<file path="src/rtl/rpg_pkg.sv">
package rpg_pkg;

    typedef enum logic [1:0] {
        ST_ON    = 2'd0,
        ST_DRAIN = 2'd1,
        ST_OFF   = 2'd2,
        ST_WAKE  = 2'd3
    } pg_state_e;

    typedef struct packed {
        logic pwr;
        logic pg;
        logic byp;
    } pg_ctl_t;

    function automatic pg_ctl_t decode_ctl(pg_state_e s);
        pg_ctl_t c;
        c.pwr = (s != ST_OFF);
        c.pg  = (s != ST_ON);
        c.byp = (s == ST_OFF) || (s == ST_WAKE);
        return c;
    endfunction

endpackage

</file>
<file path="src/rtl/rpg_rate_win.sv">
module rpg_rate_win #(
    parameter int WIN_LEN = 32,
    localparam int RATE_W = $clog2(WIN_LEN + 1)
) (
    input  logic              clk,
    input  logic              rst,
    input  logic              req_i,
    output logic [RATE_W-1:0] rate_o
);
    logic [WIN_LEN-1:0] hist_q;
    logic [RATE_W-1:0]  rate_q;

    always_ff @(posedge clk) begin
        if (rst) begin
            hist_q <= '0;
            rate_q <= '0;
        end else begin
            hist_q <= {hist_q[WIN_LEN-2:0], req_i};
            rate_q <= rate_q + RATE_W'(req_i) - RATE_W'(hist_q[WIN_LEN-1]);
        end
    end

    assign rate_o = rate_q;


    rate_bound_chk: assert property (@(posedge clk) disable iff (rst)
        rate_q <= RATE_W'(WIN_LEN));


    rate_step_chk: assert property (@(posedge clk) disable iff (rst)
        !req_i |=> rate_q <= $past(rate_q));

endmodule

</file>
<file path="src/rtl/rpg_fsm.sv">
module rpg_fsm
    import rpg_pkg::*;
#(
    parameter int WAKE_CYC = 12,
    localparam int CD_W = $clog2(WAKE_CYC + 1)
) (
    input  logic      clk,
    input  logic      rst,
    input  logic      dp_empty_i,
    input  logic      demand_i,
    output pg_state_e state_o,
    output logic      wake_start_o,
    output logic      off_enter_o
);
    pg_state_e       state_q, state_d;
    logic [CD_W-1:0] cd_q, cd_d;

    always_comb begin
        state_d      = state_q;
        cd_d         = cd_q;
        wake_start_o = 1'b0;
        off_enter_o  = 1'b0;
        unique case (state_q)
            ST_ON: begin
                if (dp_empty_i && !demand_i) state_d = ST_DRAIN;
            end
            ST_DRAIN: begin
                if (demand_i) begin
                    state_d = ST_ON;
                end else if (dp_empty_i) begin
                    state_d     = ST_OFF;
                    off_enter_o = 1'b1;
                end
            end
            ST_OFF: begin
                if (demand_i) begin
                    state_d      = ST_WAKE;
                    cd_d         = CD_W'(WAKE_CYC - 1);
                    wake_start_o = 1'b1;
                end
            end
            ST_WAKE: begin
                if (cd_q == '0) state_d = ST_ON;
                else            cd_d = cd_q - CD_W'(1);
            end
            default: state_d = ST_ON;
        endcase
    end

    always_ff @(posedge clk) begin
        if (rst) begin
            state_q <= ST_ON;
            cd_q    <= '0;
        end else begin
            state_q <= state_d;
            cd_q    <= cd_d;
        end
    end

    assign state_o = state_q;


    off_entry_chk: assert property (@(posedge clk) disable iff (rst)
        $rose(state_q == ST_OFF) |-> ($past(state_q) == ST_DRAIN) && $past(dp_empty_i));


    busy_hold_chk: assert property (@(posedge clk) disable iff (rst)
        (state_q == ST_ON) && !dp_empty_i |=> state_q == ST_ON);


    wake_done_chk: assert property (@(posedge clk) disable iff (rst)
        (state_q == ST_WAKE) && (cd_q == '0) |=> state_q == ST_ON);


    wake_entry_chk: assert property (@(posedge clk) disable iff (rst)
        $rose(state_q == ST_WAKE) |-> cd_q == CD_W'(WAKE_CYC - 1));

endmodule

</file>
<file path="src/rtl/rpg_stats.sv">
module rpg_stats #(
    parameter int WCNT_W  = 16,
    parameter int BET_CYC = 10,
    localparam int OFF_W  = $clog2(BET_CYC + 1)
) (
    input  logic              clk,
    input  logic              rst,
    input  logic              in_off_i,
    input  logic              off_enter_i,
    input  logic              wake_start_i,
    output logic [WCNT_W-1:0] wake_cnt_o,
    output logic              short_off_o
);
    logic [OFF_W-1:0]  off_cnt_q;
    logic [WCNT_W-1:0] wake_cnt_q;
    logic              short_off_q;

    always_ff @(posedge clk) begin
        if (rst) begin
            off_cnt_q   <= '0;
            wake_cnt_q  <= '0;
            short_off_q <= 1'b0;
        end else begin
            short_off_q <= wake_start_i && (off_cnt_q < OFF_W'(BET_CYC));
            if (wake_start_i) wake_cnt_q <= wake_cnt_q + WCNT_W'(1);
            if (off_enter_i)
                off_cnt_q <= OFF_W'(1);
            else if (in_off_i && (off_cnt_q < OFF_W'(BET_CYC)))
                off_cnt_q <= off_cnt_q + OFF_W'(1);
        end
    end

    assign wake_cnt_o  = wake_cnt_q;
    assign short_off_o = short_off_q;


    wake_step_chk: assert property (@(posedge clk) disable iff (rst)
        wake_start_i |=> wake_cnt_q == $past(wake_cnt_q) + WCNT_W'(1));


    wake_hold_chk: assert property (@(posedge clk) disable iff (rst)
        !wake_start_i |=> $stable(wake_cnt_q));


    short_pulse_chk: assert property (@(posedge clk) disable iff (rst)
        short_off_q |=> !short_off_q);

endmodule

</file>
<file path="src/rtl/rpg_ctrl.sv">
module rpg_ctrl
    import rpg_pkg::*;
#(
    parameter int WIN_LEN  = 32,
    parameter int THR_W    = 6,
    parameter int WAKE_CYC = 12,
    parameter int BET_CYC  = 10,
    parameter int NBR      = 4,
    parameter int WCNT_W   = 16
) (
    input  logic              clk,
    input  logic              rst,
    input  logic              mode_conv,
    input  logic              perf_class,
    input  logic [THR_W-1:0]  thr_perf,
    input  logic [THR_W-1:0]  thr_power,
    input  logic              dp_empty,
    input  logic              vc_req,
    input  logic [NBR-1:0]    nbr_wu,
    output logic              pwr_en,
    output logic              pg_out,
    output logic              byp_en,
    output logic [WCNT_W-1:0] wake_cnt,
    output logic              short_off
);
    localparam int RATE_W = $clog2(WIN_LEN + 1);
    localparam int CMP_W  = (RATE_W > THR_W) ? RATE_W : THR_W;

    logic [RATE_W-1:0] rate;
    logic [THR_W-1:0]  thr_sel;
    logic              rate_hit, demand;
    logic              wake_start, off_enter;
    pg_state_e         state;
    pg_ctl_t           ctl;

    rpg_rate_win #(.WIN_LEN(WIN_LEN)) u_win (
        .clk    (clk),
        .rst    (rst),
        .req_i  (vc_req),
        .rate_o (rate)
    );

    assign thr_sel  = perf_class ? thr_perf : thr_power;
    assign rate_hit = CMP_W'(rate) > CMP_W'(thr_sel);
    assign demand   = mode_conv ? (|nbr_wu) : rate_hit;

    rpg_fsm #(.WAKE_CYC(WAKE_CYC)) u_fsm (
        .clk          (clk),
        .rst          (rst),
        .dp_empty_i   (dp_empty),
        .demand_i     (demand),
        .state_o      (state),
        .wake_start_o (wake_start),
        .off_enter_o  (off_enter)
    );

    rpg_stats #(.WCNT_W(WCNT_W), .BET_CYC(BET_CYC)) u_stats (
        .clk          (clk),
        .rst          (rst),
        .in_off_i     (state == ST_OFF),
        .off_enter_i  (off_enter),
        .wake_start_i (wake_start),
        .wake_cnt_o   (wake_cnt),
        .short_off_o  (short_off)
    );

    assign ctl    = decode_ctl(state);
    assign pwr_en = ctl.pwr;
    assign pg_out = ctl.pg;
    assign byp_en = ctl.byp;


    gate_pg_chk: assert property (@(posedge clk) disable iff (rst)
        !pwr_en |-> pg_out);


    bypass_pg_chk: assert property (@(posedge clk) disable iff (rst)
        byp_en |-> pg_out);


    conv_hold_chk: assert property (@(posedge clk) disable iff (rst)
        !pwr_en && mode_conv && !(|nbr_wu) |=> !pwr_en);


    short_src_chk: assert property (@(posedge clk) disable iff (rst)
        short_off |-> byp_en && pwr_en);

endmodule

</file>
<file path="config.mk">
export PLATFORM = sky130hd
export DESIGN_NAME = rpg_ctrl
export DESIGN_NICKNAME = d
export VERILOG_FILES = /design/src/rtl/rpg_pkg.sv /design/src/rtl/rpg_rate_win.sv /design/src/rtl/rpg_fsm.sv /design/src/rtl/rpg_stats.sv /design/src/rtl/rpg_ctrl.sv
export SDC_FILE = /design/constraint.sdc
export NUM_CORES = 1
export LEC_CHECK = 0
export ABC_CLOCK_PERIOD_IN_PS = 4700
export BUFFER_PORTS_ARGS = -buffer_cell sky130_fd_sc_hd__buf_2
export CAP_MARGIN = 15
export CORE_UTILIZATION = 40
export DETAILED_ROUTE_END_ITERATION = 8
export GPL_TIMING_DRIVEN = 0
export PLACE_DENSITY_LB_ADDON = 0.3
export SYNTH_ARGS = -nofsm -noshare
export SYNTH_HDL_FRONTEND = slang
export SYNTH_SLANG_ARGS = --single-unit
export TNS_END_PERCENT = 5
</file>
<file path="constraint.sdc">
create_clock -name clk -period 4.7 [get_ports clk]
set_input_delay 0.235 -clock clk [delete_from_list [all_inputs] [get_ports clk]]
set_output_delay 0.235 -clock clk [all_outputs]
set_load 0.03 [all_outputs]
</file>
# Word level (Yosys, flattened, before mapping)
# Index checks and enable logic that the tools add are counted.
[classes]
n_addsub = 5
n_reduce_logical = 14
n_mux = 18
n_lt_le_gt_ge = 2
n_eq_ne = 9
[ops]
columns = ["op", "count"]
rows = [
  ["adder 16 x 1 -> 16 bit (second input constant)", 1],
  ["two-way mux 2 bit", 5],
  ["two-way mux 1 bit", 8],
  ["two-way mux 4 bit", 2],
  ["one-hot mux 2 bit (4 select lines)", 1],
  ["one-hot mux 4 bit (2 select lines)", 1],
  ["adder 6 x 1 -> 6 bit", 1],
  ["greater-than comparator 6 bit", 1],
  ["two-way mux 6 bit", 1],
  ["!= test 2 bit (second input constant)", 3],
  ["nonzero test 2 bit", 3],
  ["subtractor 6 x 1 -> 6 bit", 1],
  ["adder 4 x 1 -> 4 bit (second input constant)", 1],
  ["== test 2 bit (second input constant)", 2],
  ["logical NOT 4 bit", 1],
  ["< comparator 4 bit (second input constant)", 1],
  ["!= test 2 x 1 -> 1 bit (second input constant)", 2],
  ["AND reduction 4 bit", 1],
  ["OR reduction 4 bit", 1],
  ["subtractor 4 x 1 -> 4 bit (second input constant)", 1],
  ["logical AND 1 bit", 3],
  ["!= test 3 x 2 -> 1 bit (second input constant)", 1],
  ["AND reduction 3 bit", 1],
  ["== test 2 x 1 -> 1 bit (second input constant)", 1],
  ["4 further kinds", 4],
]
[totals]
register_bits = 65
inputBits = 22

# Longest topological paths before layout
# Gate-level depths: netlist of run 1.
[logic_depth]
depth_word = 7
ltp_mapped = 11

# By module
# From an unflattened synthesis of run 1, not the netlist that was laid out.
[hier_totals]
hier_cells = 281
area_unflattened_um2 = 2776.4
[modules_own_cells]
columns = ["mod", "cells_per_inst", "area_per_inst_um2", "seq_area_each_um2", "n_inst"]
rows = [
  ["rpg_rate_win", 111, 1246.2, 760.7, 1],
  ["rpg_stats", 107, 970.9, 420.4, 1],
  ["rpg_fsm", 34, 314.1, 120.1, 1],
  ["rpg_ctrl", 29, 245.2, 0.0, 1],
]

# Worst setup path before layout of run 1
# OpenSTA, ideal clock, no wires.
[synth_path]
kind = "input-to-reg"
startpoint = "input perf_class"
endpoint = "register u_stats.wake_cnt_q[15] (netlist: u_stats.wake_cnt_o[15])"
slack_ns = 2.188
t_arrival_ns = 2.388
stages = 9
n_path_buf = 2
cell_sequence = "clkbuf_1 > mux2_2 > ha_1 > and3b_1 > a221oi_2 > o31ai_2 > buf_4 > nor4_4 > mux2_1"
[synth_via]
elab_chain_len = 5
[synth_lines]
columns = ["element", "line", "rtl"]
rows = [
  ["start, declared", "rpg_ctrl.sv:14", "input logic perf_class,"],
  ["two-way mux 6 bit", "rpg_ctrl.sv:43", "assign thr_sel = perf_class ? thr_perf : thr_power;"],
  ["greater-than comparator 6 bit", "rpg_ctrl.sv:44", "assign rate_hit = CMP_W'(rate) > CMP_W'(thr_sel);"],
  ["two-way mux 1 bit", "rpg_ctrl.sv:45", "assign demand = mode_conv ? (|nbr_wu) : rate_hit;"],
  ["two-way mux 1 bit", "rpg_fsm.sv:36", "if (demand_i) begin"],
  ["two-way mux 1 bit", "rpg_fsm.sv:23", "unique case (state_q)"],
  ["end signal, assigned", "rpg_stats.sv:25", "if (wake_start_i) wake_cnt_q <= wake_cnt_q + WCNT_W'(1);"],
  ["end, declared", "rpg_stats.sv:15", "logic [WCNT_W-1:0] wake_cnt_q;"],
]
# No other way between the ends.
# A chain may end at the register's enable or synchronous reset.

# Worst setup path in the final report of run 1
[layout_path]
startpoint = "input perf_class"
endpoint = "register u_stats.wake_cnt_q[1] (netlist: u_stats.wake_cnt_o[1])"
# The elaborated chain is that of the path after synthesis.

==> impl_metrics.yaml, run 1 <==
critical_path:
  end_kind: "flop"
  cp-start-kind: "primary input"
  crit_arrival_ns: 2.65
  path_max_fanout: 10
  path_class: "primary input to flop"
  crit_required_ns: 4.92
floorplanning:
  start_util_pct: 42.4
  io_pins: 42
  die_w_um: 85.0
  core_area_sq_mm: 0.00649
  die_area_sq_mm: 0.00723
  dieHeight_um: 85.0
  rows: 29
yosys:
  synthMuxAreaShare_pct: 3.72
  synthTopCellsByArea: "dfxtp_1, nor2b_1, ha_1, a21oi_1, mux2i_1"
  synth_nets: 327
  syn_area_sq_mm: 0.00276
  synth_edf_count: 0
  synthFlopType: "dfxtp_1"
  synth_top_cell_by_area: "dfxtp_1"
  synth_top_family_by_area: "simple AND/OR/NAND/NOR gates"
  yosys.area_share.adder_pct: 7.99
  syn_avg_cell_area_sq_um: 9.57
  synthCells: 288
  ys_async_sr_fraction_pct: 0
  ys_ff_latch: 65
  synthSimpleGateAreaFrac_pct: 22.5
  ys_seq_area_share_pct: 47.2
  synth.distinct_cells: 49
  synth_xor_area_share_pct: 2.86
  synth_top_area_share_pct: 47.2
  synth_compound_area_share_pct: 11.4
  yosysWarnings: 0
clock_tree:
  cts-root-buf: "clkbuf_8"
  clock-sinks: 65
  cts_setup_buffers: 0
  cts-resized-gates: 0
  cts_tree: "yes"
  cts_buffers: 9
  cts_hold_buf: 0
  clock_insertion_delay_worst_skew_ns: 0.34
  clockBufferDepth: 2
  htreeDepth: 3
  clk_pin_slew_ns: 0.07
global_routing:
  grt_pass1_vias: 1974
  grt_first_pass_wirelength_um: 8780
  grt_max_degree: 14
  gr-total-overflow: 0
  antenna_found_initial: 0
  track_usage_pct: 15.4
timing:
  rsz0062_at_grt: "no"
  slew_violations: 0
  skew_ns: 0.00824
  fin_ws_ns: 2.27
  finalCriticalPeriod_ns: 2.43
  finalCritPeriodShare_pct: 51.8
  tightest_slew_ns: 0.550
  max-slew-margin-rel_pct: 63.3
  finalSetupViolations: 0
  setup_tns_ns: 0
  hold_slack_ns: 0.171
  hold_viol_final: 0
  fmax_ghz: 0.411
route:
  routed-wl-met3_um: 214
  vias: 2134
  drt_iter0_markers: 110
  drcViolationCount: 0
  drt_wl_total_um: 5160
  avgViaCountPerCell: 5.07
  dr_wl_met2_um: 2280
  dr.pass1.iters: 4
  wire_per_inst_um: 12.3
  ant_nets: 0
  met1_length_um: 2570
  top_layer_used: "met4"
layout:
  final_cell_mix: "dfxtp_1, buf_2, nor2b_1"
  fin_area_sq_mm: 0.00325
  nets: 378
  layout_commonest_cell: "dfxtp_1"
  post-route-util_pct: 50.1
  antennaDiodeCount: 0
  area_growth_pct: 18.1
  drive_gt1_share_pct: 19.8
placement:
  place_area_sq_mm: 0.00305
  port_buffers: 40
  post-place-ws_ns: 1.85
  place.gp.congestion: 0.734
  hpwl_um: 3820
run_status:
  status: "finished clean"
hold_path:
  hold_path.class: "primary input to flop"
power:
  ir_drop_mv: 0.149
  cellPowerDensity_mw_per_mm2: 390
  p_leak_nw: 1.37
job:
  cap_violations: 0
## layer usage
layer | GRT usage (%) | vias up
met5 | 0 | -
met4 | 7.86 | 0
met3 | 3.70 | 10
met2 | 24.6 | 46
met1 | 19.5 | 985
li1 | - | 1093
## per-stage QoR
| stage | std cells | power (mW) |
|---|---|---|
| after floorplan | 288 | 0.759 |
| after global placement | 405 | 0.800 |
| after detailed placement | 405 | 0.808 |
| after CTS | 421 | 1.28 |
| after global routing | 421 | 1.34 |
| final | 421 | 1.27 |
## cell usage after synthesis (all sizes together) (4+ instances only)
cell type	count
a21oi	22
and3	4
clkbuf	9
dfxtp	65
ha	16
inv	18
mux2i	8
nand2	12
nand3	8
nand4	5
nor2	11
nor2b	35
nor3	7
o21ai	13
o31ai	4
or3	11
xor2	7
## flip-flops by register name (all words and copies together) (netlist names), named ones only
name / cells
u_fsm.state_o: 1
u_stats.wake_cnt_o: 16
u_stats.short_off_o: 1
u_win.rate_o: 6
u_win.hist_q: 32
u_stats.off_cnt_q: 4
u_fsm.cd_q: 4
## path summary, 6_finish.rpt
check / startpoint / end / slack [ns] / depth (start not counted)
min reg2reg: u_win.hist_q[27]$_SDFF_PP0_ / u_win.hist_q[28]$_SDFF_PP0_ / 0.44 / 1
min: vc_req / u_win.hist_q[0]$_SDFF_PP0_ / 0.17 / 2
max reg2reg: u_win.rate_o[4]$_SDFF_PP0_ / u_stats.wake_cnt_o[1]$_SDFFE_PP0P_ / 2.35 / 8
max: perf_class / u_stats.wake_cnt_o[1]$_SDFFE_PP0P_ / 2.27 / 10
## critical path: stages
cell and delay [ns]:
clkbuf_1 0.30, mux2i_1 0.27, ha_1 0.28, and4_1 0.25, o21a_1 0.14, o31ai_2 0.35, buf_2 0.29, buf_2 0.27
mux2i_1 0.21, nor2_1 0.05
## power by group
group | total (mW) | switching [mW] | internal, mW
sequential | 0.591 | 0.0190 | 0.572
combinational | 0.202 | 0.110 | 0.0913
clock | 0.476 | 0.227 | 0.249
## layout make-up
cell class | instances | area (sq um)
clock buffer | 9 | 124
multi-input combinational | 193 | 1340
timing repair buffer | 40 | 200
clock inverter | 7 | 77.6
buffer | 12 | 51.3
inverter | 18 | 67.6
sequential | 65 | 1300
tap | 77 | 96.3
fill | 619 | 3240
## kinds of logic after synthesis
family	after synthesis
xor+xnor	9
mux	10
flops	65
fa+ha+maj	17
simple gates	106
buf+inv	30
compound gates	51
Power figures use the tool's default switching activity.
==> inputs of run 2 (changes only) <==
- ABC_CLOCK_PERIOD_IN_PS: 4700 -> 2300
- clock period: 4.7 -> 2.3 ns (I/O delays scaled with it)
==> run 2 against run 1 <==
Net effect:
- utilization is 0.98 points higher
- via count is 1.5% lower
- register-to-register slack worse by 2.2 ns
- sequential cell count stayed put
- critical endpoint is now u_stats.wake_cnt_o[15]$_SDFFE_PP0P_
- largest cell class unchanged
- largest power group unchanged
==> impl_metrics.yaml, run 2 (same netlist as run 1, synthesis figures left out) <==
global_routing:
  antenna_found_initial: 0
  grt_first_pass_wirelength_um: 8760
  gr-total-overflow: 0
  track_usage_pct: 15.5
  grt_max_degree: 13
  grt_pass1_vias: 1980
critical_path:
  worstSetupStartpoint: "u_win.rate_o[0]$_SDFF_PP0_"
  crit_required_ns: 2.52
  path_class: "flop to flop"
  crit_path_end: "u_stats.wake_cnt_o[15]$_SDFFE_PP0P_"
  rrSetupSlack_ns: 0.10
  end_kind: "flop"
  crit_arrival_ns: 2.42
  r2r_cells: 8
  rr_startpoint: "u_win.rate_o[0]$_SDFF_PP0_"
  reg2reg_to: "u_stats.wake_cnt_o[15]$_SDFFE_PP0P_"
  cp-start-kind: "flop"
  path_max_fanout: 10
timing:
  fmax_ghz: 0.455
  finalSetupViolations: 0
  finalCritPeriodShare_pct: 95.6
  rsz0062_at_grt: "no"
  finalCriticalPeriod_ns: 2.20
  tightest_slew_ns: 0.578
  hold_viol_final: 0
  slew_violations: 0
  hold_slack_ns: 0.0462
  max-slew-margin-rel_pct: 61.1
  skew_ns: 0.0116
  setup_tns_ns: 0
run_status:
  status: "finished clean"
floorplanning:
  core_area_sq_mm: 0.00649
  die_w_um: 85.0
  rows: 29
  start_util_pct: 42.4
  dieHeight_um: 85.0
  io_pins: 42
  die_area_sq_mm: 0.00723
clock_tree:
  clock-sinks: 65
  cts_buffers: 9
  htreeDepth: 3
  clock_insertion_delay_worst_skew_ns: 0.34
  cts-root-buf: "clkbuf_8"
  clk_pin_slew_ns: 0.08
  cts_tree: "yes"
  clockBufferDepth: 2
layout:
  antennaDiodeCount: 0
  fin_area_sq_mm: 0.00332
  final-seq-area_sq_mm: 0.00130
  layout_commonest_cell: "dfxtp_1"
  nFillCells: 594
  multiInputGateArea_sq_mm: 0.00136
  nets: 379
  area_growth_pct: 20.4
  largest_reg_flops: 32
  final_cell_mix: "dfxtp_1, buf_2, nor2b_1"
  fin_cells: 422
  post-route-util_pct: 51.1
  regMostFlops: "u_win.hist_q"
  drive_gt1_share_pct: 20.9
route:
  ant_nets: 0
  drt_iter0_markers: 70
  wire_per_inst_um: 12.4
  drt_wl_total_um: 5240
  dr.pass1.iters: 4
  vias: 2101
  avgViaCountPerCell: 4.98
  drcViolationCount: 0
hold_path:
  hold_path.class: "primary input to flop"
power:
  p_leak_nw: 1.40
  ir_drop_mv: 0.371
  cellPowerDensity_mw_per_mm2: 827
placement:
  placed_cells: 405
  hpwl_um: 3740
  port_buffers: 40
  place.gp.congestion: 0.721
  place_area_sq_mm: 0.00305
job:
  cap_violations: 0
run 2: repair_timing:
item | CTS | global route
resized for setup | 2 | 5
endpoints found under the setup margin | 8 | 4
hold buffers | 0 | 0
pin swaps | 0 | 1
setup buffers | 0 | 1
run 2: critical path: stages (launching register included):
cell	delay, ns
dfxtp_1	0.31
inv_1	0.06
ha_1	0.28
and3b_1	0.22
a221oi_4	0.28
o31ai_4	0.14
buf_4	0.19
nor4_4	0.25
mux2_1	0.34
run 2: area by class of cell:
type / instances / share of cell area, %
Clock buffer: 10 / 4.15
Buffer: 12 / 1.73
Clock inverter: 6 / 2.71
Sequential cell: 65 / 39.3
Tap cell: 77 / 2.90
Inverter: 18 / 2.04
Multi-Input combinational cell: 193 / 41.0
Timing Repair Buffer: 41 / 6.26
run 2: where the power goes:
group | switching [mW] | leakage, nW | total, mW | internal (mW)
logic | 0.244 | 0.756 | 0.440 | 0.196
registers | 0.0384 | 0.526 | 1.21 | 1.17
clock network | 0.455 | 0.113 | 1.10 | 0.643
run 2: metal layers:
layer,vias to the layer above,share of wire [%],GRT usage [%]
li1,1090,-,-
met1,968,50,19.5
met2,33,44,24.1
met3,10,3.2,3.79
met4,0,2.5,9.24
met5,-,0,0
run 2: worst min path at each step:
stage | from | endpoint | slack, ns | cells past startpoint
global route | vc_req | u_win.hist_q[0]$_SDFF_PP0_ | 0.05 | 2
CTS | vc_req | u_win.hist_q[0]$_SDFF_PP0_ | 0.03 | 2
floorplan | vc_req | u_win.hist_q[0]$_SDFF_PP0_ | 0.24 | 1
finish | vc_req | u_win.hist_q[0]$_SDFF_PP0_ | 0.05 | 2
global placement | u_win.hist_q[14]$_SDFF_PP0_ | u_win.hist_q[15]$_SDFF_PP0_ | 0.42 | 1
detailed placement | vc_req | u_win.hist_q[0]$_SDFF_PP0_ | 0.37 | 2
run 2: stage by stage:
stage / power [mW] / worst slack (ns)
after floorplan: 1.55 / 0.0276
after global placement: 1.64 / -0.248
after detailed placement: 1.66 / -0.305
after CTS: 2.76 / 0.00717
after global routing: 2.89 / 0.000421
final: 2.75 / 0.100
